<file path="src/rtl/spi_tgt_pkg.sv">
`timescale 1ns/1ps
package spi_tgt_pkg;

   typedef struct packed {
      logic lead;
      logic trail;
   } sck_edge_t;

   // Classify a change of the synchronized serial clock as leading or trailing,
   // given the idle level.
   function automatic sck_edge_t sck_edges(input logic prev, input logic now, input logic idle_hi);
      sck_edge_t e;
      logic rise, fall;
      rise    = now & ~prev;
      fall    = ~now & prev;
      e.lead  = idle_hi ? fall : rise;
      e.trail = idle_hi ? rise : fall;
      return e;
   endfunction

endpackage

</file>
<file path="src/rtl/spi_tgt_sync.sv">
`timescale 1ns/1ps
module spi_tgt_sync #(
   parameter int              WIDTH   = 3,
   parameter int              STAGES  = 2,
   parameter logic [WIDTH-1:0] RST_VAL = '0
) (
   input  logic             clk,
   input  logic             rst_n,
   input  logic [WIDTH-1:0] d,
   output logic [WIDTH-1:0] q
);

   initial assert (STAGES >= 2) else $error("spi_tgt_sync: STAGES must be at least 2");

   logic [STAGES-1:0][WIDTH-1:0] chain;

   always_ff @(posedge clk or negedge rst_n) begin
      if (!rst_n) begin
         for (int s = 0; s < STAGES; s++) chain[s] <= RST_VAL;
      end else begin
         chain[0] <= d;
         for (int s = 1; s < STAGES; s++) chain[s] <= chain[s-1];
      end
   end

   assign q = chain[STAGES-1];

endmodule

</file>
<file path="src/rtl/spi_tgt_fifo.sv">
`timescale 1ns/1ps
module spi_tgt_fifo #(
   parameter  int WIDTH = 8,
   parameter  int DEPTH = 8,
   localparam int AW    = $clog2(DEPTH),
   localparam int CW    = $clog2(DEPTH + 1)
) (
   input  logic             clk,
   input  logic             rst_n,
   input  logic             push,
   input  logic [WIDTH-1:0] wdata,
   input  logic             pop,
   output logic [WIDTH-1:0] rdata,
   output logic [CW-1:0]    count,
   output logic             empty
);

   initial assert (DEPTH >= 2) else $error("spi_tgt_fifo: DEPTH must be at least 2");
   initial assert (WIDTH >= 1) else $error("spi_tgt_fifo: WIDTH must be positive");

   logic [WIDTH-1:0] mem [DEPTH];
   logic [AW-1:0]    wr_ptr, rd_ptr, wr_nxt, rd_nxt;
   logic             full, do_push, do_pop;

   // Pointer advance: free wrap for power-of-two depths, compare otherwise.
   generate
      if ((DEPTH & (DEPTH - 1)) == 0) begin : g_pow2
         assign wr_nxt = wr_ptr + 1'b1;
         assign rd_nxt = rd_ptr + 1'b1;
      end else begin : g_wrap
         assign wr_nxt = (wr_ptr == AW'(DEPTH - 1)) ? '0 : wr_ptr + 1'b1;
         assign rd_nxt = (rd_ptr == AW'(DEPTH - 1)) ? '0 : rd_ptr + 1'b1;
      end
   endgenerate

   assign empty   = (count == '0);
   assign full    = (count == CW'(DEPTH));
   assign do_pop  = pop & ~empty;
   assign do_push = push & (~full | do_pop);
   assign rdata   = empty ? '0 : mem[rd_ptr];

   always_ff @(posedge clk) begin
      if (do_push) mem[wr_ptr] <= wdata;
   end

   always_ff @(posedge clk or negedge rst_n) begin
      if (!rst_n) begin
         wr_ptr <= '0;
         rd_ptr <= '0;
         count  <= '0;
      end else begin
         if (do_push) wr_ptr <= wr_nxt;
         if (do_pop)  rd_ptr <= rd_nxt;
         case ({do_push, do_pop})
            2'b10:   count <= count + 1'b1;
            2'b01:   count <= count - 1'b1;
            default: count <= count;
         endcase
      end
   end

endmodule

</file>
<file path="src/rtl/spi_tgt_shift.sv">
`timescale 1ns/1ps
module spi_tgt_shift
   import spi_tgt_pkg::*;
#(
   parameter  int WIDTH = 8,
   localparam int BW    = $clog2(WIDTH + 1)
) (
   input  logic             clk,
   input  logic             rst_n,
   input  logic             enable,
   input  logic             cpol,
   input  logic             cpha,
   input  logic             sck_s,
   input  logic             ss_n_s,
   input  logic             mosi_s,
   input  logic             tx_avail,
   input  logic [WIDTH-1:0] tx_word,
   output logic             tx_pop,
   output logic             rx_push,
   output logic [WIDTH-1:0] rx_word,
   output logic             miso,
   output logic             miso_oe
);

   initial assert (WIDTH >= 2) else $error("spi_tgt_shift: WIDTH must be at least 2");

   logic             sck_d, ss_n_d;
   logic [WIDTH-1:0] tx_hold, tx_shift;
   logic [WIDTH-2:0] rx_shift;
   logic [BW-1:0]    bit_cnt;
   logic             sel, frame_start, samp, drv, word_open;
   sck_edge_t        edg;

   assign sel         = enable & ~ss_n_s;
   assign frame_start = sel & ss_n_d;
   assign edg         = sck_edges(sck_d, sck_s, cpol);
   assign samp        = cpha ? edg.trail : edg.lead;
   assign drv         = cpha ? edg.lead  : edg.trail;
   assign word_open   = bit_cnt < BW'(WIDTH);

   assign tx_pop  = frame_start & tx_avail;
   assign rx_word = {rx_shift, mosi_s};
   assign rx_push = sel & ~frame_start & samp & (bit_cnt == BW'(WIDTH - 1));
   assign miso    = sel & tx_shift[WIDTH-1];
   assign miso_oe = sel;

   always_ff @(posedge clk or negedge rst_n) begin
      if (!rst_n) begin
         sck_d    <= 1'b0;
         ss_n_d   <= 1'b1;
         tx_hold  <= '0;
         tx_shift <= '0;
         rx_shift <= '0;
         bit_cnt  <= '0;
      end else begin
         sck_d  <= sck_s;
         ss_n_d <= ss_n_s;
         if (frame_start) begin
            // Stage a fresh word if one is queued, else replay the last one.
            tx_hold  <= tx_avail ? tx_word : tx_hold;
            tx_shift <= tx_avail ? tx_word : tx_hold;
            bit_cnt  <= '0;
         end else if (!sel) begin
            bit_cnt <= '0;
         end else begin
            if (samp && word_open) begin
               rx_shift <= rx_word[WIDTH-2:0];
               bit_cnt  <= bit_cnt + 1'b1;
            end
            // The first drive edge of a cpha=1 word presents the MSB already loaded.
            if (drv && word_open && bit_cnt != '0)
               tx_shift <= {tx_shift[WIDTH-2:0], 1'b0};
         end
      end
   end

endmodule

</file>
<file path="src/rtl/spi_tgt_top.sv">
`timescale 1ns/1ps
module spi_tgt_top #(
   parameter  int WORD_W      = 8,
   parameter  int TX_DEPTH    = 8,
   parameter  int RX_DEPTH    = 8,
   parameter  int SYNC_STAGES = 2,
   localparam int TCW         = $clog2(TX_DEPTH + 1),
   localparam int RCW         = $clog2(RX_DEPTH + 1)
) (
   input  logic              clk,
   input  logic              rst_n,
   input  logic              host_mode,
   input  logic              cpol,
   input  logic              cpha,
   input  logic              tx_wr_en,
   input  logic [WORD_W-1:0] tx_wr_data,
   output logic [TCW-1:0]    tx_count,
   input  logic              rx_rd_en,
   output logic [WORD_W-1:0] rx_rd_data,
   output logic [RCW-1:0]    rx_count,
   output logic              rx_full,
   output logic              rx_ovf,
   input  logic              sck_i,
   input  logic              ss_n_i,
   input  logic              mosi_i,
   output logic              miso_o,
   output logic              miso_oe
);

   logic [2:0]        pins_s;
   logic              tx_empty, rx_empty, tx_pop, rx_push, rx_take;
   logic [WORD_W-1:0] tx_head, rx_word;

   spi_tgt_sync #(.WIDTH(3), .STAGES(SYNC_STAGES), .RST_VAL(3'b010)) u_sync (
      .clk(clk), .rst_n(rst_n), .d({sck_i, ss_n_i, mosi_i}), .q(pins_s)
   );

   spi_tgt_shift #(.WIDTH(WORD_W)) u_shift (
      .clk(clk), .rst_n(rst_n), .enable(~host_mode), .cpol(cpol), .cpha(cpha),
      .sck_s(pins_s[2]), .ss_n_s(pins_s[1]), .mosi_s(pins_s[0]),
      .tx_avail(~tx_empty), .tx_word(tx_head), .tx_pop(tx_pop),
      .rx_push(rx_push), .rx_word(rx_word), .miso(miso_o), .miso_oe(miso_oe)
   );

   spi_tgt_fifo #(.WIDTH(WORD_W), .DEPTH(TX_DEPTH)) u_txq (
      .clk(clk), .rst_n(rst_n), .push(tx_wr_en), .wdata(tx_wr_data),
      .pop(tx_pop), .rdata(tx_head), .count(tx_count), .empty(tx_empty)
   );

   spi_tgt_fifo #(.WIDTH(WORD_W), .DEPTH(RX_DEPTH)) u_rxq (
      .clk(clk), .rst_n(rst_n), .push(rx_push), .wdata(rx_word),
      .pop(rx_rd_en), .rdata(rx_rd_data), .count(rx_count), .empty(rx_empty)
   );

   assign rx_full = (rx_count == RCW'(RX_DEPTH));
   assign rx_take = rx_rd_en & ~rx_empty;

   always_ff @(posedge clk or negedge rst_n) begin
      if (!rst_n)                             rx_ovf <= 1'b0;
      else if (rx_push && rx_full && !rx_take) rx_ovf <= 1'b1;
      else if (rx_take)                        rx_ovf <= 1'b0;
   end

endmodule

</file>
<file path="config.mk">
export PLATFORM = sky130hd
export DESIGN_NAME = spi_tgt_top
export DESIGN_NICKNAME = d
export VERILOG_FILES = /design/src/rtl/spi_tgt_pkg.sv /design/src/rtl/spi_tgt_sync.sv /design/src/rtl/spi_tgt_fifo.sv /design/src/rtl/spi_tgt_shift.sv /design/src/rtl/spi_tgt_top.sv
export SDC_FILE = /design/constraint.sdc
export NUM_CORES = 1
export LEC_CHECK = 0
export ABC_AREA = 1
export CAP_MARGIN = 20
export CORE_UTILIZATION = 45
export DETAILED_ROUTE_END_ITERATION = 8
export PLACE_DENSITY = 0.74
export SLEW_MARGIN = 10
export SYNTH_ARGS = -nofsm -noshare
export SYNTH_HDL_FRONTEND = slang
export SYNTH_SLANG_ARGS = --single-unit
export TNS_END_PERCENT = 1
</file>
<file path="constraint.sdc">
create_clock -name clk -period 2.73 [get_ports clk]
set_input_delay 0.6825 -clock clk [delete_from_list [all_inputs] [get_ports clk]]
set_output_delay 0.6825 -clock clk [all_outputs]
set_load 0.01 [all_outputs]
</file>
* Word level (Yosys, flattened, before mapping) *
Memories as Yosys holds them, arrays and structs flattened.
Index checks and enable logic that the tools add are counted.
W data, S select, Z words.

operators by class
  $lt $le $gt $ge = 1
  bitwise operators = 24
  $add $sub $neg = 9
  equal/unequal tests = 8
  reductions and logical operators = 16
  multiplexer cells = 20

operators by type and width
  cell                   number
  $mux W8                5
  $pmux W4 S2            2
  $and A1 B1 Y1          13
  $add A3 B1 Y3 const B  4
  $add A4 B1 Y4 const B  3
  $mux W4                3
  $mux W1                10
  $reduce_bool A2 Y1     5
  $not A1 Y1             9
  $eq A4 B4 Y1 const B   2
  $logic_not A4 Y1       2
  $sub A4 B1 Y4 const B  2
  $logic_and A1 B1 Y1    5
  $eq A2 B1 Y1 const B   2
  $eq A2 B2 Y1 const B   2
  $eq A4 B3 Y1 const B   1
  $lt A4 B4 Y1 const B   1
  $reduce_bool A4 Y1     1
  $ne A3 B3 Y1 const B   1
  $reduce_and A3 Y1      1
  $or A1 B1 Y1           2
  $reduce_and A2 Y1      1
  $logic_not A1 Y1       1

word-level totals
  output and inout port bits = 20
  bits in writable memories = 128
  memories kept = 2
  bits in registers = 56

memory list
  memory     depth  bits a word  rd ports  clocked after Yosys merged registers in  write ports  line                text
  u_rxq.mem  8      8            1         0                                        1            spi_tgt_fifo.sv:21  logic [WIDTH-1:0] mem [DEPTH];
  u_txq.mem  8      8            1         0                                        1            spi_tgt_fifo.sv:21

* Logic depth before layout (Yosys ltp) *
  word-level depth = 10
  depth in mapped cells = 15
  depth with buffers taken out = 14

* Hierarchy *
From an unflattened synthesis, not the netlist that was laid out.

unflattened totals
  cell total of the unflattened synthesis = 762
  area, all modules = 8023.9 sq um

modules (own cells, without submodules)
  module                 sequential area each (sq um)  times used  area each (sq um)  cells each
  spi_tgt_fifo at u_txq  2172.1                        1           3133.0             274
  spi_tgt_fifo at u_rxq  2172.1                        1           3131.8             274
  spi_tgt_shift          726.9                         1           1508.9             193
  spi_tgt_sync           152.6                         1           175.2              9
  spi_tgt_top            25.0                          1           75.1               12

* Worst setup path after synthesis *
OpenSTA, ideal clock, no wires.

  path type = input to register
  from = input port cpol
  to = register u_rxq.count[2]
  setup slack = 284 ps
  setup time = 127 ps
  buffers on the path = 1
  arrival time = 2318 ps
  stages on the path = 13
  path through = inv_1 > nand3_1 > nand3_1 > nand3_1 > nor2_4 > buf_4 > nand3_1 > ha_1 > xor2_1 > ha_1 > a21oi_1 > xnor2_1 > o21ai_0

between the ends
  longest elaborated chain between the ends = 7

ends and longest elaborated chain
  element                                            line                                  text
  start, declared                                    spi_tgt_top.sv:13                     input logic cpol,
  $mux W1, on equally long branches                  spi_tgt_pkg.sv:16, spi_tgt_pkg.sv:17
  $mux W1 *                                          spi_tgt_shift.sv:37                   assign samp = cpha ? edg.trail : edg.lead;
  $and A1 B1 Y1 * (2 in a row)                       spi_tgt_shift.sv:43                   assign rx_push = sel & ~frame_start & samp & (bit_cnt == BW'(WIDTH - 1));
  $and A1 B1 Y1 *                                    spi_tgt_fifo.sv:39                    assign do_push = push & (~full | do_pop);
  $eq A2 B1 Y1 or $eq A2 B2 Y1 (tied branches)       spi_tgt_fifo.sv:54                    case ({do_push, do_pop})
  $pmux W4 S2 or $reduce_bool A2 Y1 (tied branches)  -
  end signal, assigned                               spi_tgt_fifo.sv:55                    2'b10: count <= count + 1'b1;
  end signal, assigned                               spi_tgt_fifo.sv:56                    2'b01: count <= count - 1'b1;
  end signal, assigned                               spi_tgt_fifo.sv:57                    default: count <= count;
  end, declared                                      spi_tgt_fifo.sv:14                    output logic [CW-1:0] count,

Every way passes the cells marked *; elsewhere a longest branch is shown, timed or not.
A chain may end at the register's enable or synchronous reset.

* Worst setup path after layout *
  from = register u_rxq.rd_ptr[0]
  to = output port rx_rd_data[5]

between the ends
  longest elaborated chain between the ends = 2

ends and longest elaborated chain
  element                 line                text
  start, declared         spi_tgt_fifo.sv:22  logic [AW-1:0] wr_ptr, rd_ptr, wr_nxt, rd_nxt;
  start signal, assigned  spi_tgt_fifo.sv:53  if (do_pop) rd_ptr <= rd_nxt;
  $mem_v2 Z8 W8           -
  $mux W8                 spi_tgt_fifo.sv:40  assign rdata = empty ? '0 : mem[rd_ptr];
  end, declared           spi_tgt_top.sv:19   output logic [WORD_W-1:0] rx_rd_data,

No other way between the ends.

==> flow_summary.ini <==
[timing]
slew_headroom_pct = 58.0
slew_viol_final = 0
finClkSkew_ps = 9.27
hold_viol_final = 0
worst_slew_pin_slew_ps = 629
timing.final.crit_share_pct = 102
setup_ws_ps = -52.2
fmaxAchievable_mhz = 359
rsz0062_at_grt = true
setup_viol = 1
period_minus_slack_ps = 2780
tns_ps = -52.2

[yosys]
synth_top_area_share_pct = 49.1
netlist.top_cell.by_area = edfxtp_1
ys_types = 39
avgSynthCellArea_um2 = 11.0
synth_area_leaders = edfxtp_1 49%, dfrtp_1 17%, nand2_1 7.2%, nor2_1 5.8%, o21ai_0 4.7%
synth_xor_area_share_pct = 1.57
synth_area_um2 = 7830
ys_warn_count = 0
synth_top_family_by_area = simple AND/OR/NAND/NOR gates
seq_area_frac_synth_pct = 67.0
synth-compound-area-share_pct = 6.69
synthAdderAreaFrac_pct = 1.92
synth_cells = 714
synthMuxAreaShare_pct = 0
syn-num-nets = 744
synth_simple_gate_area_share_pct = 18.8
synth_seq_cells = 184

[floorplanning]
die_area_um2 = 17900
die_h_um = 134
io-pin-count = 38
rows = 47
core_area_um2 = 16800
initial_utilization_pct = 46.7
die_w_um = 134

[drt]
drc = 0
drt_wl_total_mm = 15.3
viasPerCell = 5.16
first_pass_iters = 5
avgRoutedWirePerCell_um = 15.0
antenna_left = 0
drt-initial-drc-count = 342
vias = 5261

[worst_setup_path]
required_ps = 2050
cp-start-kind = flip-flop
slowest_stage = clkdlybuf4s50_1
critPathTopFamily = buffers and inverters
worst_setup_path_end_kind = primary output
critPathKind = flip-flop to primary output
path_buf_inv = 3
critPathMaxFanout = 17
slowest_delay_ps = 540
crit_chain = inv_2 > buf_12 > nor2_1 > o32ai_1 > nor2_1 > nor2_1 > clkdlybuf4s50_1
arrival_ps = 2100
cpMostUsedCell = nor2_1

[place]
dp_hpwl_mm = 9.84
place_worst_setup_slack_ps = -140
numPortBuffers = 37
place_congestion = 0.757
dp_cells = 987

[finish]
most-common-layout-cells = 150 x nand2_1, 128 x edfxtp_1, 120 x nor2_1, 64 x o21ai_0, 52 x dfrtp_1
layout.cells.non_filler = 1020
diodes = 0
layout-drive-gt1-share_pct = 12.5
nFillCells = 1395
fin_util_pct = 55.8
final_nets = 817
final_common_cell = nand2_1
synthToLayoutAreaGrowth_pct = 19.3

[global_routing]
grt_pass1_vias = 5084
globalRouteOverflowTotal = 0
track_usage_pct = 18.4
antenna_found_initial = 0
grt_max_degree = 35
grt_pass1_wl_mm = 25.0

[cts]
htree_levels = 4
insertion_delay_ps = 430
cts.sinks = 184
clock_tree.root_cell = clkbuf_16
cts_hold_buf = 0
clockBufferDepth = 2
clk_pin_slew_ps = 60
cts_tree = yes
cts_buffers = 17

[power]
power.leakage_uw = 0.00372
powerDensity_nw_per_um2 = 996
vdd_drop_max_v = 0.000635

[outcome]
status = complete, but fails checks
failed_checks = negative setup slack

[hold_path]
holdCritPathClass = input pin to asynchronous set/reset pin

[job]
maxCapViolations = 0
[stage by stage]
stage | hold WS, ps | total power, µW | cell area (µm²)
after floorplan | 331 | 5650 | 7830
after CTS | 273 | 9290 | 9310
final | 265 | 9310 | 9350
after detailed placement | 348 | 6720 | 8660
after global placement | 334 | 6630 | 8660
after global routing | 310 | 9870 | 9350
[registers in the layout, summed over array words and instances (netlist names)]
name and count:
u_txq.wr_ptr 3, u_txq.rd_ptr 3, u_rxq.rd_ptr 3, u_rxq.wr_ptr 3
u_shift.sck_d 1, u_shift.rx_shift 7, u_shift.tx_shift 8, u_sync.q 3
u_txq.count 4, rx_ovf 1, u_shift.bit_cnt 4, u_shift.tx_hold 8
u_rxq.mem 64, u_rxq.count 4, u_shift.ss_n_d 1, u_sync.chain 3
u_txq.mem 64
[routing by layer]
metal	GRT usage [%]	share of wire, %	vias up
met5	0	0	-
met4	8.27	2.2	0
met3	4.16	4.7	25
met2	30.9	50	133
met1	22.7	43	2518
li1	-	-	2585
[cells by family after synthesis]
group	Yosys count
buffers and inverters	67
AND/OR/NAND/NOR	342
XOR/XNOR	14
AO/OA/AOI/OAI	95
flip-flops	184
adder cells (fa/ha/maj)	12
[final cells by class]
class | instances | area (µm²) | area share [%]
clock buffer | 21 | 470 | 5.03
sequential | 184 | 5250 | 56.2
inverter | 44 | 175 | 1.87
clock inverter | 11 | 169 | 1.81
multi-input combinational | 463 | 2280 | 24.4
timing repair buffer | 77 | 727 | 7.78
tap | 220 | 275 | 2.95
[worst reg2reg max path: cells and delay by family, from the launching register on]
family | cells | cell delay, ps
compound gates | 1 | 270
buf+inv | 1 | 150
fa+ha+maj | 1 | 220
flops | 1 | 450
simple gates | 8 | 820
xor+xnor | 1 | 200
[cell usage after synthesis (all sizes together)]
library cell / n
nand2: 155
edfxtp: 128
nor2: 126
o21ai: 75
dfrtp: 53
nand3: 48
inv: 41
buf: 19
ha: 12
nand4: 8
o32ai: 8
xnor2: 7
xor2: 7
o211ai: 5
a21oi: 4
clkbuf: 4
clkinv: 3
dfstp: 3
or2: 3
a22oi: 2
nor3: 1
nor3b: 1
o22ai: 1
[path summary, 6_finish.rpt]
check / start / endpoint / slack (ps) / cells past startpoint
max: u_rxq.rd_ptr[0]$_DFFE_PN0P_ / rx_rd_data[5] / -50 / 7
min: rst_n / u_txq.wr_ptr[2]$_DFFE_PN0P_ / 270 / 1
max reg2reg: u_rxq.count[2]$_DFFE_PN0P_ / u_rxq.count[3]$_DFFE_PN0P_ / 500 / 12
min reg2reg: u_sync.chain[1]$_DFF_PN1_ / u_sync.q[1]$_DFF_PN1_ / 360 / 0
max in group asynchronous: rst_n / u_rxq.rd_ptr[0]$_DFFE_PN0P_ / 1790 / 2
min in group clk: u_sync.chain[1]$_DFF_PN1_ / u_sync.q[1]$_DFF_PN1_ / 360 / 0
[power breakdown]
part	switching (µW)	leakage, µW	total [µW]	internal (µW)
registers	324	0.00186	3780	3460
clock network	1000	0.000313	2610	1610
logic	1720	0.00154	2920	1190
[what timing repair did]
action / 4_1_cts / 5_1_grt
hold endpoints to repair: 0 / 0
resized for setup: 10 / 14
cloned: 0 / 1
setup buffers: 0 / 0
setup endpoints to repair: 8 / 8
No activity file was read; power rests on OpenSTA's default activity.
